## config.mk

```make
export PLATFORM = sky130hd
export DESIGN_NAME = updown_capture_timer
export DESIGN_NICKNAME = d
export VERILOG_FILES = /design/src/rtl/updown_capture_timer.sv
export SDC_FILE = /design/constraint.sdc
export NUM_CORES = 1
export LEC_CHECK = 0
export ABC_AREA = 1
export BUFFER_PORTS_ARGS = -buffer_cell sky130_fd_sc_hd__buf_2
export CAP_MARGIN = 25
export CORE_MARGIN = 2
export CORE_UTILIZATION = 50
export DETAILED_ROUTE_END_ITERATION = 10
export PLACE_DENSITY = 0.76
export SLEW_MARGIN = 20
export SYNTH_ARGS = -nofsm -noshare
export SYNTH_HDL_FRONTEND = slang
export SYNTH_SLANG_ARGS = --single-unit
```

## constraint.sdc

```tcl
create_clock -name clk -period 1.6 [get_ports clk]
set_clock_uncertainty 0.1 [all_clocks]
set_input_delay 0.08 -clock clk [delete_from_list [all_inputs] [get_ports clk]]
set_output_delay 0.08 -clock clk [all_outputs]
set_load 0.01 [all_outputs]
```

## src/rtl/updown_capture_timer.sv

```systemverilog
module updown_capture_timer #(
  parameter int WIDTH = 16
) (
  input  logic             clk,
  input  logic             rst,
  input  logic             tick,
  input  logic             run,
  input  logic             down,
  input  logic             cap_mode,
  input  logic             cap_en,
  input  logic             cap_pin,
  input  logic             irq_en,
  input  logic             clr_wrap,
  input  logic             clr_cap,
  output logic [WIDTH-1:0] count,
  output logic [WIDTH-1:0] cap_val,
  output logic             wrap_flag,
  output logic             cap_flag,
  output logic             irq
);
  localparam logic [WIDTH-1:0] TOP = {WIDTH{1'b1}};

  logic pin_s1, pin_s2, pin_prev;
  logic step, at_edge, wrap_hit, capture;

  assign step     = run & tick;
  assign at_edge  = down ? (count == '0) : (count == TOP);
  assign wrap_hit = step & at_edge;
  assign capture  = cap_mode & run & cap_en & pin_prev & ~pin_s2;
  assign irq      = irq_en & (wrap_flag | cap_flag);

  always_ff @(posedge clk) begin
    if (rst) begin
      pin_s1    <= 1'b1;
      pin_s2    <= 1'b1;
      pin_prev  <= 1'b1;
      count     <= '0;
      cap_val   <= '0;
      wrap_flag <= 1'b0;
      cap_flag  <= 1'b0;
    end else begin
      pin_s1   <= cap_pin;
      pin_s2   <= pin_s1;
      pin_prev <= pin_s2;
      if (step) count <= down ? count - 1'b1 : count + 1'b1;
      if (capture) cap_val <= count;
      wrap_flag <= wrap_hit | (wrap_flag & ~clr_wrap);
      cap_flag  <= capture  | (cap_flag & ~clr_cap);
    end
  end
endmodule


```

==> reports/metrics.yaml <==
status: "finished with violations"
violations: "negative setup slack"
routed_wl_um: 6940
ys_ff_latch: 37
crit_family: "simple AND/OR/NAND/NOR gates"
power.switching_mw: 0.870
fin_nets: 469
cp.arrival_ps: 1740
cts_buffers: 5
crit_cells: 10
slew_headroom: 0.704
path_class: "reg2reg"
maxCapViolations: 0
dp_hpwl_um: 4810
setup_ws_ps: -38.7
holdPathStages: 2
viasPerCell: 5.18
fin_util: 0.729
required_ps: 1700
min_to: "wrap_flag"
ys_warn_count: 0
first_iter_violations: 97
routedWlPerCell_um: 14.0
reg2reg_to: "count[9]"
synth_edf_count: 0
seq_area_frac_synth: 0.316
power.share.switching: 0.341
grt_usage: 0.258
startpoint_type: "flop"
cts_tree: "yes"
die_y_um: 72.4
clk_latency_ps: 300
critPathMaxStageDelay_ps: 340
antenna_found_initial: 0
rsz0062_at_grt: "true"
p_leak_nw: 1.75
r2r-start: "count[2]"
setup_tns_ps: -53.0
finalCritPeriodShare: 1.02
syn_inst: 360
yosysTopAreaCell: "dfxtp_1"
fin_crit_ps: 1640
dp_cells: 484
drc: 0
portBuffers: 45
cp_num_buf_inv: 1
fin_total_pwr_mw: 2.55
grt_pass1_wl_um: 10600
clk_path_buf_depth: 2
cts.sinks: 37
die_area_um2: 5250
min_path_type: "in2reg"
final_antenna_net_count: 0
drv_slew: 0
grt_overflow: 0
crit_top_cell: "nand2_1"
drive_gt1_frac: 0.360
design.core.area_um2: 4440
fill_cells: 380
synth_fp_nets: 386
synth.top_cell.area_share: 0.316
clk_pin_slew_ps: 80
vias: 2569
cts_root_buffer: "clkbuf_8"
avgSynthCellArea_um2: 6.50
worst_pin_slew_ps: 444
hold_viol_final: 0
gp_congestion: 0.967
cpMaxStageDelayCell: "dfxtp_2"
diodes: 0
layout_commonest_cell: "nand2_1"
finalSetupViolations: 3
async_flop_share: 0
drtPass1Iterations: 4
grt_pass1_vias: 2325
ys_types: 29
detailedPlace.worstSlack_ps: -179
reg2reg_slack_ps: -40
fin_cells: 496
synth_area_um2: 2340
grt_max_degree: 31
final_cell_mix: "73 x nand2_1, 66 x inv_1, 44 x buf_2, 36 x buf_4, 30 x a21oi_1"
seqPwrFrac: 0.391
io_pins: 46
pwr-share-clk: 0.280
internal_power_mw: 1.68
synth_flop_cell: "dfxtp_1"
irDropWorstVdd_uv: 489
start_util: 0.527
synthTopCellsByArea: "dfxtp_1 32%, nand2_1 14%, inv_1 11%"
min-delay-start: "rst"
power_frac_comb: 0.329
fmax_mhz: 610
path_max_fanout: 3
syn2layout_area_growth_pct: 38.3
row_count: 24
power_density_nw_per_um2: 788
reg2reg_depth: 10
htreeDepth: 2
worstSetupEndpointType: "flop"
fp.dieW_um: 72.4
path_cells: "ha_4 > or2_4 > nand3_4 > nand2_4 > nand2_4 > nand2_1 > nand2_1 > nand3_1 > nand2_1 > inv_1"
[registers in the layout, summed over array words and instances, names as in the netlist]
name	flops
cap_val	16
count	16
cap_flag	1
pin_prev	1
pin_s1	1
pin_s2	1
wrap_flag	1
[metal layers]
layer | vias to the layer above | track usage | share of wire
met3 | 18 | 0.0375 | 0.045
met4 | 0 | 0.109 | 0.024
met5 | - | 0 | 0
met2 | 82 | 0.458 | 0.51
li1 | 1309 | - | -
met1 | 1160 | 0.309 | 0.42
[cell type report]
type                            instances  area (µm²)  area share
Multi-Input combinational cell        239        1510       0.465
Sequential cell                        37         756       0.233
Tap cell                               52        65.1      0.0201
Timing Repair Buffer                   84         528       0.163
Inverter                               76         288      0.0889
Clock inverter                          2        13.8     0.00425
Clock buffer                            6        82.6      0.0255
[cells by family (layout without fill, tap and decap cells)]
logic type,count (synthesis),after routing,share of synthesized area
flip-flops,37,37,0.316
AND/OR/NAND/NOR,157,157,0.300
AO/OA/AOI/OAI,63,63,0.147
buffers and inverters,84,168,0.138
adder cells (fa/ha/maj),15,15,0.0834
XOR/XNOR,4,4,0.0150
[power by group through the flow]
stage               Sequential, mW  Clock, mW  Combinational [mW]
finish                       0.997      0.715               0.840
global route                  1.00      0.758               0.922
CTS                          0.989      0.734               0.752
detailed placement            1.01          0               0.707
global placement              1.01          0               0.691
floorplan                     1.03          0               0.402
[worst max-delay path by stage]
| stage | from | end | slack (ps) |
|---|---|---|---|
| floorplan | count[4] | count[11] | 20 |
| detailed placement | down | count[9] | -180 |
| finish | count[2] | count[9] | -40 |
| global placement | down | count[9] | -130 |
| global route | count[0] | count[14] | -120 |
| CTS | count[8] | count[13] | -3 |
[synth_stat cells, drive strengths merged, types with 2 or more instances]
| library cell | number |
|---|---|
| nor2 | 21 |
| clkbuf | 4 |
| dfxtp | 37 |
| a21oi | 36 |
| or2 | 3 |
| nand4 | 7 |
| o211ai | 3 |
| ha | 14 |
| inv | 75 |
| xnor2 | 2 |
| nand3 | 27 |
| nor3 | 6 |
| xor2 | 2 |
| o21ai | 23 |
| nand2 | 92 |
| buf | 4 |
[stage by stage]
| stage | hold WS, ps | area [µm²] |
|---|---|---|
| after global routing | 63.4 | 3240 |
| after global placement | 162 | 2860 |
| after detailed placement | 177 | 2860 |
| final | 47.5 | 3240 |
| after floorplan | 83.8 | 2340 |
| after CTS | 31.4 | 3070 |
[timing repair]
action | 4_1_cts | 5_1_grt
endpoints found under the hold margin | 3 | 0
hold buffers | 3 | 0
pin swaps | 2 | 18
resized for setup | 14 | 37
setup buffers | 0 | 1
endpoints found under the setup margin | 7 | 10
(Power assumes the default switching activity.)
